<file path="src/rtl/chain_loader.sv">
module chain_loader (
  input  logic        clk,
  input  logic        rst_n,
  input  logic        boot_valid,
  input  logic [31:0] boot_link,
  input  logic        xfer_done,
  input  logic        req_served,
  output logic        rd_req,
  output logic [31:0] rd_addr,
  input  logic        rd_ack,
  input  logic        rd_err,
  input  logic [31:0] rd_data,
  output logic        wr_req,
  output logic [31:0] wr_addr,
  output logic [31:0] wr_data,
  input  logic        wr_ack,
  input  logic        wr_err,
  output logic [31:0] cfg_ctl,
  output logic [31:0] cfg_blk,
  output logic [31:0] cfg_src,
  output logic [31:0] cfg_dst,
  output logic [31:0] cfg_rpt,
  output logic [31:0] cfg_link,
  output logic [31:0] cfg_trig,
  output logic [31:0] cfg_maddr,
  output logic [31:0] cfg_mdata,
  output logic        restart,
  output logic        chain_done,
  output logic        err_link,
  output logic        err_mask
);
  localparam int NWORDS = 10;
  localparam logic [3:0] LAST = 4'(NWORDS - 1);

  typedef enum logic [1:0] {IDLE, FETCH, MASK} st_t;
  st_t         st;
  logic [3:0]  idx;
  logic [31:0] base;
  logic        pend_mask, pend_xfer;
  logic [31:0] sh [0:8];

  assign rd_req  = (st == FETCH);
  assign rd_addr = base + {26'd0, idx, 2'b00};
  assign wr_req  = (st == MASK);
  assign wr_addr = cfg_maddr;
  assign wr_data = cfg_mdata;

  always_ff @(posedge clk) begin
    if (!rst_n) begin
      st <= IDLE; idx <= '0; base <= '0;
      pend_mask <= 1'b0; pend_xfer <= 1'b0;
      restart <= 1'b0; chain_done <= 1'b0;
      err_link <= 1'b0; err_mask <= 1'b0;
      cfg_ctl <= '0; cfg_blk <= '0; cfg_src <= '0; cfg_dst <= '0;
      cfg_rpt <= '0; cfg_link <= '0; cfg_trig <= '0;
      cfg_maddr <= '0; cfg_mdata <= '0;
      for (int i = 0; i < 9; i++) sh[i] <= '0;
    end else begin
      restart    <= 1'b0;
      chain_done <= 1'b0;
      if (boot_valid && st == IDLE) begin
        cfg_link <= boot_link;
        err_link <= 1'b0;
        err_mask <= 1'b0;
      end
      case (st)
        IDLE: begin
          if (pend_mask) begin
            pend_mask <= 1'b0;
            if (cfg_maddr != '0) st <= MASK;
          end else if (pend_xfer) begin
            pend_xfer <= 1'b0;
            if (cfg_link == '0)            chain_done <= 1'b1;
            else if (cfg_link[1:0] != '0) err_link   <= 1'b1;
            else begin
              st   <= FETCH;
              base <= cfg_link;
              idx  <= '0;
            end
          end
        end
        FETCH: begin
          if (rd_err) begin
            err_link <= 1'b1;
            st       <= IDLE;
          end else if (rd_ack) begin
            if (idx == LAST) begin
              cfg_ctl   <= sh[0];
              cfg_blk   <= sh[1];
              cfg_src   <= sh[2];
              cfg_dst   <= sh[3];
              cfg_rpt   <= sh[4];
              cfg_link  <= sh[5];
              cfg_trig  <= sh[6];
              cfg_maddr <= sh[8];
              cfg_mdata <= rd_data;
              restart   <= 1'b1;
              st        <= IDLE;
            end else begin
              sh[idx] <= rd_data;
              idx     <= idx + 4'd1;
            end
          end
        end
        MASK: begin
          if (wr_err) begin
            err_mask <= 1'b1;
            st       <= IDLE;
          end else if (wr_ack) st <= IDLE;
        end
        default: st <= IDLE;
      endcase
      if (req_served) pend_mask <= 1'b1;
      if (xfer_done)  pend_xfer <= 1'b1;
    end
  end

  p_one_port_r2: assert property (@(posedge clk) disable iff (!rst_n)
    !(rd_req && wr_req));
  p_addr_hold_r2: assert property (@(posedge clk) disable iff (!rst_n)
    rd_req && !rd_ack && !rd_err |=> rd_req && $stable(rd_addr));
  p_aligned_r5: assert property (@(posedge clk) disable iff (!rst_n)
    rd_req |-> rd_addr[1:0] == 2'b00);
  p_atomic_r3: assert property (@(posedge clk) disable iff (!rst_n)
    !restart |-> $stable(cfg_ctl) && $stable(cfg_src) && $stable(cfg_mdata));
  p_restart_pulse_r3: assert property (@(posedge clk) disable iff (!rst_n)
    restart |=> !restart);
  p_done_noread_r4: assert property (@(posedge clk) disable iff (!rst_n)
    chain_done |-> !rd_req);
  p_mask_nz_r7: assert property (@(posedge clk) disable iff (!rst_n)
    wr_req |-> wr_addr != 32'd0);
endmodule

</file>
<file path="config.mk">
export PLATFORM = sky130hd
export DESIGN_NAME = chain_loader
export DESIGN_NICKNAME = d
export VERILOG_FILES = /design/src/rtl/chain_loader.sv
export SDC_FILE = /design/constraint.sdc
export NUM_CORES = 1
export LEC_CHECK = 0
export BUFFER_PORTS_ARGS = -buffer_cell sky130_fd_sc_hd__buf_2
export CELL_PAD_IN_SITES_DETAIL_PLACEMENT = 1
export CELL_PAD_IN_SITES_GLOBAL_PLACEMENT = 1
export CORE_MARGIN = 2
export CORE_UTILIZATION = 47
export DETAILED_ROUTE_END_ITERATION = 8
export HOLD_SLACK_MARGIN = 0.08
export PLACE_DENSITY = 0.85
export SLEW_MARGIN = 20
export SYNTH_ARGS = -nofsm -noshare
export SYNTH_HDL_FRONTEND = slang
export SYNTH_SLANG_ARGS = --single-unit
</file>
<file path="constraint.sdc">
create_clock -name clk -period 4.85 [get_ports clk]
set_input_delay 0 -clock clk [delete_from_list [all_inputs] [get_ports clk]]
set_output_delay 0 -clock clk [all_outputs]
set_load 0.01 [all_outputs]
</file>
==> flow_metrics.tcl, run 1 <==
set metrics [dict create \
    grt_pass1_vias 16000 \
    numClockSinks 588 \
    ioPinCount 463 \
    worstPathMaxFanout 33 \
    avgSynthCellArea_um2 13.1 \
    finalSetupViolations 0 \
    clk_pin_slew_ns 0.06 \
    clk_latency_ns 0.61 \
    ant_nets 0 \
    ir_worst_vdd_mv 0.252 \
    worst_slew_pin_slew_ns 1.07 \
    fmax_mhz 305 \
    synthArstFlopShare 0 \
    leakagePower_uw 0.0116 \
    grt_setup_unrepaired "no" \
    numPortBuffers 462 \
    nNetsFinal 2163 \
    die-width_um 219 \
    cts_made_buffers 56 \
    yosysSeqAreaShare 0.663 \
    final-seq-area_um2 14300 \
    ctsResizeCount 0 \
    fill_cells 4601 \
    critical_path_arrival_ns 3.50 \
    hold_viol 0 \
    ys.flop_type "dfxtp_1" \
    synth-edff-count 256 \
    cp-start-kind "flop" \
    ys_ff_latch 588 \
    min_path_type "in2reg" \
    dp_hpwl_um 44500 \
    gp_congestion 0.855 \
    synth_cells 1649 \
    syn-num-nets 1731 \
    status "finished clean" \
    wirelength_um 70700 \
    cts_max_path_buffers 3 \
    antenna_found_initial 7 \
    final.setup.tns_ns 0 \
    yosysWarningCount 0 \
    slew_viol_final 0 \
    viasPerCell 5.62 \
    period_minus_slack_ns 3.28 \
    wl_per_cell_um 25.9 \
    drt_iter0_drc 1213 \
    via_count 15300 \
    layout-drive-gt1-share 0.279 \
    gr-total-overflow 0 \
    htree_levels 2 \
    cp-end-kind "flop" \
    die_h_um 219 \
    synth_cell_type_count 51 \
    start_util 0.477 \
    cts_tree "built" \
    period_share 0.676 \
    rows 78 \
    slew_headroom 0.289 \
    die_area_um2 47700 \
    cp.required_ns 5.07 \
    total_power_uw 10200 \
    dr.pass1.iters 5 \
    finalClockSkew_ns 0.0199 \
    grt_start_max_net_pins 194 \
    core-area_um2 45400 \
    syn_area_um2 21600 \
    grt_pass1_wl_um 103000 \
    multi_input_area_um2 6380 \
    powerDensity_nw_per_um2 383 \
    drc_errors 0 \
    critPathKind "reg2reg" \
    drv_cap 0 \
    area_growth_pct 22.7 \
    grt_usage 0.290 \
    clock-root-buffer "clkbuf_16" \
]
logic make-up (layout without fill, tap and decap cells):
family	count (synthesis)	count (layout)	share of synthesized area
other	0	2	0
buffers and inverters	181	661	0.0456
xor gates and xnor gates	31	31	0.0126
adders and majority gates	9	9	0.00555
muxes	62	62	0.0287
AOI/OAI and AO/OA	312	312	0.119
and+or+nand+nor	466	466	0.126
DFF	588	588	0.663
sequential cells by signal (all words and copies together) (netlist names):
signal and cells:
pend_xfer 1, st 2, err_mask 1, restart 1
cfg_mdata 32, cfg_trig 32, cfg_rpt 32, cfg_maddr 32
cfg_link 32, idx 4, cfg_blk 32, cfg_src 32
sh 256, cfg_ctl 32, pend_mask 1, chain_done 1
base 32, cfg_dst 32, err_link 1
synthesized netlist by cell type, types with 3 or more instances:
cell / instances / share of area
nand2b_1: 8 / 0.0023
and3_1: 4 / 0.0012
buf_4: 68 / 0.024
o21ai_1: 36 / 0.0083
xnor2_1: 7 / 0.0028
clkbuf_1: 69 / 0.012
dfxtp_1: 332 / 0.31
nor2b_1: 5 / 0.0014
and2_1: 259 / 0.075
nor4b_1: 3 / 0.0012
nand3_1: 8 / 0.0019
nand2_1: 102 / 0.018
a21oi_1: 3 / 0.00069
nor3_1: 12 / 0.0028
nor4_2: 3 / 0.0017
xor2_1: 24 / 0.0097
nand4_1: 12 / 0.0035
nor3b_1: 4 / 0.0014
nor4b_2: 5 / 0.0035
o21a_1: 4 / 0.0014
inv_1: 4 / 0.00069
ha_1: 8 / 0.0046
buf_1: 8 / 0.0014
nor4_1: 14 / 0.0040
edfxtp_1: 256 / 0.36
mux2i_1: 62 / 0.029
nor2_1: 12 / 0.0021
a22o_1: 256 / 0.10
buf_2: 30 / 0.0069
power by group:
group,switching [uW],internal (uW)
registers,70.6,5260
logic,300,143
clock network,1920,2470
cell type report:
type	count	area share
Multi-Input combinational cell	880	0.240
Antenna cell	2	0.000189
Clock buffer	79	0.0619
Sequential cell	588	0.540
Inverter	4	0.000566
Clock inverter	27	0.00745
Timing Repair Buffer	551	0.121
Tap cell	600	0.0283
per-stage QoR:
stage          cell area (um^2)   util  setup WS [ns]  hold WS, ns  std cells
2_1_floorplan             21600      -           2.00        0.124       1649
3_3_place_gp              23900  0.528           1.73        0.215       2550
3_5_place_dp              24000  0.528           1.60        0.222       2551
4_1_cts                   26500  0.585           1.59        0.128       2729
5_1_grt                   26500  0.585           1.32        0.193       2729
6_report                  26500  0.585           1.57        0.172       2731
critical path, stage by stage, from the launching register on:
cell and delay (ns):
dfxtp_1 0.47, inv_1 0.11, ha_1 0.29, nand3b_1 0.14
and3_1 0.26, and4_1 0.84, nand2b_2 0.78
path summary, 6_finish.rpt:
kind / from / endpoint / slack (ns) / depth (start not counted)
min reg2reg: sh[5][12] / cfg_link[12] / 0.46 / 2
max: idx[1] / sh[6][6] / 1.57 / 6
max reg2reg: idx[1] / sh[6][6] / 1.57 / 6
min: rst_n / chain_done / 0.17 / 4
layout by cell type, fill, tap and decap left out, types with 33 or more instances in the layout:
cell type        n
edfxtp_1       256
clkbuf_16       60
mux2i_1         62
dlygate4sd3_1   72
a22o_1         256
and2_1         258
buf_2          462
nand2_1        102
dfxtp_1        332
o21ai_1         33
repair_timing:
action / 4_1_cts / 5_1_grt
hold endpoints to repair: 330 / 0
hold buffers: 72 / 0
setup buffers: 0 / 0
layer usage:
metal,track usage,vias up,wire length (um)
met5,0,-,0
met4,0.0966,0,2050
met3,0.0764,134,6700
met2,0.476,672,33700
met1,0.373,7780,28200
li1,-,6752,-
Power figures use the tool's default switching activity.
==> run 2: changes to the inputs <==
--- a/config.mk
+++ b/config.mk
@@ -5,14 +5,15 @@
 export SDC_FILE = /design/constraint.sdc
 export NUM_CORES = 1
 export LEC_CHECK = 0
+export ABC_AREA = 1
 export BUFFER_PORTS_ARGS = -buffer_cell sky130_fd_sc_hd__buf_2
 export CELL_PAD_IN_SITES_DETAIL_PLACEMENT = 1
 export CELL_PAD_IN_SITES_GLOBAL_PLACEMENT = 1
 export CORE_MARGIN = 2
-export CORE_UTILIZATION = 47
+export CORE_UTILIZATION = 37
 export DETAILED_ROUTE_END_ITERATION = 8
 export HOLD_SLACK_MARGIN = 0.08
-export PLACE_DENSITY = 0.85
+export PLACE_DENSITY = 0.75
 export SLEW_MARGIN = 20
 export SYNTH_ARGS = -nofsm -noshare
 export SYNTH_HDL_FRONTEND = slang
==> constraint.sdc (replaced) <==
create_clock -name clk -period 2.8 [get_ports clk]
set_input_delay 0 -clock clk [delete_from_list [all_inputs] [get_ports clk]]
set_output_delay 0 -clock clk [all_outputs]
set_load 0.01 [all_outputs]
==> run 2 against run 1 <==
  * Global-route usage fell by 4.2 points
  * Clock skew barely moved
  * Utilization fell by 12 points
  * Synthesized cell count rose by 39%
  * Final cell count rose by 30%
  * First-iteration DRC count fell by 0.25%
  * Via count rose by 18%
  * Register-to-register slack got worse by 1.5 ns
  * Highest routed layer unchanged
  * Sequential power rose by 74%
  * Setup slack got worse by 1.5 ns
==> flow_metrics.tcl, run 2 <==
set metrics [dict create \
    status "finished clean" \
    htree_levels 3 \
    cp-end-kind "flop" \
    ys_top_cells_by_area "edfxtp_1 (35%), dfxtp_1 (30%), nand2_1 (9.3%)" \
    avgSynthCellArea_um2 9.70 \
    clk_latency_ns 0.60 \
    antenna_found_initial 4 \
    area_growth_pct 24.5 \
    critPathKind "reg2reg" \
    core-area_um2 59200 \
    ir_worst_vdd_mv 0.353 \
    start_util 0.375 \
    cts_max_path_buffers 3 \
    period_minus_slack_ns 2.75 \
    syn_area_um2 22200 \
    drv_cap 0 \
    r2r_end "idx[1]" \
    slew_viol_final 0 \
    regMostFlops "sh" \
    die_area_um2 62100 \
    dp_hpwl_um 51100 \
    fmax_mhz 363 \
    wirelength_um 79000 \
    final_cell_mix "nand2_1 (547), buf_2 (461), nor2_1 (373), dfxtp_1 (330), nand3_1 (260)" \
    synth.top_cells.by_count "nand2_1 (551), nor2_1 (378), dfxtp_1 (332)" \
    leakagePower_uw 0.0129 \
    diodes 0 \
    reg2reg_slack_ns 0.05 \
    clock-root-buffer "clkbuf_16" \
    die_h_um 249 \
    synth-edff-count 256 \
    hold_viol 0 \
    drt_iter0_drc 1210 \
    critical_path_arrival_ns 3.23 \
    ff2ff_path_depth 10 \
    finalSetupViolations 0 \
    worstPathMaxFanout 7 \
    fill_cells 6810 \
    yosysWarningCount 0 \
    mostFrequentLayoutCell "nand2_1" \
    cts_tree "built" \
    min_path_cells 3 \
    postPlaceCellArea_um2 24800 \
    worstHoldStart "rd_data[22]" \
    powerDensity_nw_per_um2 696 \
    grt_start_max_net_pins 105 \
    dr.pass1.iters 5 \
    synth.most_common_cell "nand2_1" \
    grt_pass1_wl_um 117000 \
    r2r_start "cfg_link[19]" \
    cts_made_buffers 67 \
    numPortBuffers 462 \
    ant_nets 0 \
    yosysSeqAreaShare 0.645 \
    gr-total-overflow 0 \
    viasPerCell 5.11 \
    synth_top_area_frac 0.346 \
    largest_reg_flops 256 \
    finalClockSkew_ns 0.0197 \
    numClockSinks 588 \
    grt_usage 0.248 \
    multi_input_area_um2 6510 \
    ys_ff_latch 588 \
    stdcell_area_um2 27700 \
    gp_congestion 0.873 \
    cp.required_ns 3.27 \
    via_count 18100 \
    period_share 0.984 \
    grt_pass1_vias 18700 \
    die-width_um 249 \
    hold_end "cfg_mdata[22]" \
    synth_cells 2293 \
    final-seq-area_um2 14300 \
    cp-start-kind "flop" \
    nNetsFinal 2806 \
    ys.flop_type "dfxtp_1" \
    clk_pin_slew_ns 0.06 \
    worst_slew_pin_slew_ns 0.871 \
    utilization 0.467 \
    synthArstFlopShare 0 \
    layout-drive-gt1-share 0.230 \
    syn-num-nets 2375 \
    slew_headroom 0.419 \
    drc_errors 0 \
    wl_per_cell_um 22.3 \
    min_path_type "in2reg" \
    ioPinCount 463 \
    yosys.area.top_type "edfxtp_1" \
    synth_cell_type_count 38 \
    rows 89 \
]
==> run 2: cell count changes in the layout (fill, tap and decap cells not counted), sizes merged, moves of 19 or more <==
cell / change
o21ai: +79
nor2: +370
and2: -259
a22o: -256
nand2: +452
clkinv: +24
inv: +53
mux2i: -32
nand3: +261
buf: +19
==> run 2: worst max-delay path by stage <==
stage                 startpoint             to  slack, ns  cells after the start
floorplan                 idx[1]       sh[0][0]       0.19                      8
finish              cfg_link[19]         idx[1]       0.05                     10
global placement          idx[1]  cfg_mdata[15]       0.52                      9
CTS                 cfg_link[19]         idx[1]       0.02                     10
global route        cfg_link[19]         idx[1]      -0.07                     10
detailed placement        idx[0]  cfg_mdata[17]       0.46                      7
==> run 2: stage by stage <==
| stage | power, uW | setup slack (ns) | setup TNS (ns) | hold WS, ns | cells |
|---|---|---|---|---|---|
| 2_1_floorplan | 9880 | 0.195 | 0 | 0.117 | 2293 |
| 3_3_place_gp | 10300 | 0.525 | 0 | 0.209 | 3367 |
| 3_5_place_dp | 10400 | 0.459 | 0 | 0.215 | 3367 |
| 4_1_cts | 19400 | 0.0185 | 0 | 0.0802 | 3548 |
| 5_1_grt | 19800 | -0.0673 | -0.0673 | 0.0923 | 3551 |
| 6_report | 19300 | 0.0451 | 0 | 0.0846 | 3551 |
==> run 2: cell families after synthesis <==
family,after synthesis,synth area share
AOI/OAI and AO/OA,130,0.0296
xor gates and xnor gates,25,0.00985
adders and majority gates,9,0.00540
buffers and inverters,276,0.0652
DFF,588,0.645
muxes,30,0.0135
and+or+nand+nor,1235,0.232
==> run 2: layout make-up <==
type                    count  area share
multi-input cells        1429       0.235
clock buffers              94      0.0702
inverters                  82      0.0111
repair buffers            556       0.119
flip-flops and latches    588       0.518
well taps                 773      0.0349
clock inverters            29      0.0119
==> run 2: worst max-delay path, stage by stage, from the launching register on <==
cell           delay, ns
dfxtp_1             0.36
nor2_1              0.14
nand2_1             0.06
nor2_1              0.28
nand2_1             0.20
o21ai_4             0.28
nand3_1             0.11
nand2_1             0.07
dlygate4sd3_1       0.57
nor2_1              0.04
dlygate4sd3_1       0.55
==> run 2: routing by layer <==
layer | track usage | vias up | wire length, um
li1 | - | 8310 | -
met1 | 0.302 | 9150 | 31800
met2 | 0.447 | 563 | 40800
met3 | 0.0389 | 126 | 4180
met4 | 0.0778 | 0 | 2180
met5 | 0 | - | 0
==> run 2: timing repair <==
item | CTS | global route
pin swaps | 0 | 1
hold buffers | 58 | 0
endpoints found under the setup margin | 5 | 10
endpoints found under the hold margin | 132 | 0
resized for setup | 5 | 6
setup buffers | 0 | 3
==> run 2: report_power, final <==
part | total [uW] | internal [uW] | switching (uW)
registers | 9290 | 9140 | 153
clock network | 9000 | 5370 | 3630
logic | 980 | 305 | 675
total | 19300 | 14800 | 4460
==> run 3: changes to the inputs <==
--- a/config.mk
+++ b/config.mk
@@ -9,6 +9,7 @@
 export BUFFER_PORTS_ARGS = -buffer_cell sky130_fd_sc_hd__buf_2
 export CELL_PAD_IN_SITES_DETAIL_PLACEMENT = 1
 export CELL_PAD_IN_SITES_GLOBAL_PLACEMENT = 1
+export CORE_ASPECT_RATIO = 2
 export CORE_MARGIN = 2
 export CORE_UTILIZATION = 37
 export DETAILED_ROUTE_END_ITERATION = 8
==> run 3 against run 2 <==
  * Clock skew up 0.010 ns
  * Setup slack better by 0.12 ns
  * Maximum frequency up 4.6%
  * Clock power down 18%
  * Power down 8.1%
  * Global-route usage up 1.2 points
  * Sequential power about the same
  * Cell area down 1.8%
  * Non-clock buffer count up 1
  * Critical path type is now reg2out
==> flow_metrics.tcl, run 3 (same netlist as run 2, synthesis figures left out) <==
set metrics [dict create \
    status "finished clean" \
    fill_cells 6900 \
    ir_worst_vdd_mv 0.509 \
    clk_latency_ns 0.61 \
    cts_max_path_buffers 3 \
    clk_pin_slew_ns 0.07 \
    via_count 18000 \
    min_path_type "in2reg" \
    wl_per_cell_um 23.3 \
    grt_start_max_net_pins 95 \
    p_sw_frac 0.236 \
    gr-total-overflow 0 \
    nNetsFinal 2793 \
    antenna_found_initial 7 \
    power_switching_uw 4170 \
    drc_errors 0 \
    seqPwrFrac 0.524 \
    p_clk_frac 0.419 \
    postCtsSetupRepairBufs 0 \
    grt_setup_unrepaired "no" \
    critical_path_arrival_ns 2.63 \
    final_cell_mix "nand2_1 (544), buf_2 (461), nor2_1 (374), dfxtp_1 (330), nand3_1 (260)" \
    worst_slew_pin_slew_ns 1.08 \
    area_growth_pct 22.2 \
    total_power_uw 17700 \
    cts_tree "built" \
    period_share 0.941 \
    powerDensity_nw_per_um2 652 \
    wirelength_um 82400 \
    p_int_uw 13500 \
    clock-root-buffer "clkbuf_16" \
    period_minus_slack_ns 2.63 \
    drv_cap 0 \
    min_path_cells 3 \
    combPwrFrac 0.056 \
    slew_headroom 0.279 \
    critPathSlowestCell "dfxtp_2" \
    layout-drive-gt1-share 0.227 \
    gp_congestion 0.931 \
    grt_pass1_wl_um 119000 \
    grt_pass1_vias 18700 \
    cp-start-kind "flop" \
    slew_viol_final 0 \
    hold_viol 0 \
    numPortBuffers 462 \
    regMostFlops "sh" \
    hold_end "cfg_mdata[6]" \
    cp-end-kind "output pin" \
    die_h_um 351 \
    crit_chain "ha_1 > fa_2 > nand3_1 > nand2_2 > nand2_1 > nor2_4 > nand2_2 > nor2_2 > nand2_1 > xnor2_1 > buf_2" \
    rows 127 \
    leakagePower_uw 0.0127 \
    start_util 0.372 \
    dr.pass1.iters 5 \
    die_area_um2 62200 \
    ioPinCount 463 \
    htree_levels 2 \
    r2r_start "idx[0]" \
    cts_made_buffers 53 \
    numClockSinks 588 \
    cp.required_ns 2.80 \
    ff2ff_path_depth 9 \
    die-width_um 177 \
    reg2reg_slack_ns 0.40 \
    finalSetupViolations 0 \
    final.setup.tns_ns 0 \
    ant_nets 0 \
    finalClockSkew_ns 0.0302 \
    worstPathMaxFanout 6 \
    r2r_end "cfg_maddr[11]" \
    drt_iter0_drc 1067 \
    worstHoldStart "rd_data[6]" \
    viasPerCell 5.10 \
    cpPeakStageDelay_ns 0.39 \
    utilization 0.455 \
    grt_usage 0.260 \
    mostFrequentLayoutCell "nand2_1" \
    fmax_mhz 380 \
    critPathKind "reg2out" \
    largest_reg_flops 256 \
    dp_hpwl_um 56100 \
    core-area_um2 59700 \
]
run 3: area by class of cell:
cell class,count,area (um^2),area share
multi-input cells,1429,6520,0.240
repair buffers,557,3280,0.121
inverters,82,308,0.0113
diodes,1,2.50,0.0000921
flip-flops and latches,588,14300,0.528
clock buffers,79,1610,0.0594
clock inverters,21,144,0.00529
well taps,774,968,0.0356
run 3: worst max path at each step:
stage            from       endpoint  cells after the start
3_3_place_gp   idx[0]  cfg_maddr[14]                      9
4_1_cts        idx[3]    rd_addr[30]                     10
6_report       idx[0]    rd_addr[30]                     11
2_1_floorplan  idx[1]       sh[0][0]                      8
5_1_grt        idx[0]    rd_addr[30]                     11
3_5_place_dp   idx[0]  cfg_maddr[11]                      9
run 3: what timing repair did:
item                       CTS  global route
pin swaps                    0             0
setup endpoints to repair    7             9
resized for setup            5             9
hold buffers                53             1
hold endpoints to repair   103             1
run 3: per-stage QoR:
stage | setup WS, ns | hold slack, ns | std cells | cell area (um^2)
global route | 0.0170 | 0.0933 | 3530 | 27200
detailed placement | 0.304 | 0.245 | 3376 | 24800
finish | 0.166 | 0.0813 | 3531 | 27200
CTS | 0.0262 | 0.0829 | 3529 | 27100
global placement | 0.392 | 0.214 | 3376 | 24800
floorplan | 0.195 | 0.117 | 2293 | 22200
run 3: power groups by stage:
| stage | Combinational, uW | Sequential [uW] | Clock (uW) |
|---|---|---|---|
| finish | 1000 | 9290 | 7420 |
| global placement | 924 | 9470 | 0 |
| floorplan | 441 | 9440 | 0 |
| global route | 1080 | 9300 | 7870 |
| detailed placement | 944 | 9480 | 0 |
| CTS | 1010 | 9290 | 7570 |
run 3: metal layers:
| metal | vias to the layer above | GRT usage | share of wire |
|---|---|---|---|
| li1 | 8263 | - | - |
| met1 | 8949 | 0.295 | 0.37 |
| met2 | 656 | 0.473 | 0.52 |
| met3 | 145 | 0.0492 | 0.065 |
| met4 | 4 | 0.105 | 0.041 |
| met5 | - | 0 | 0.00027 |
run 3: critical path: cells and delay by family (launching register included):
| kind | cells | cell delay, ns |
|---|---|---|
| and+or+nand+nor | 7 | 0.89 |
| adders and majority gates | 2 | 0.44 |
| DFF | 1 | 0.39 |
| xor gates and xnor gates | 1 | 0.16 |
| buffers and inverters | 1 | 0.15 |
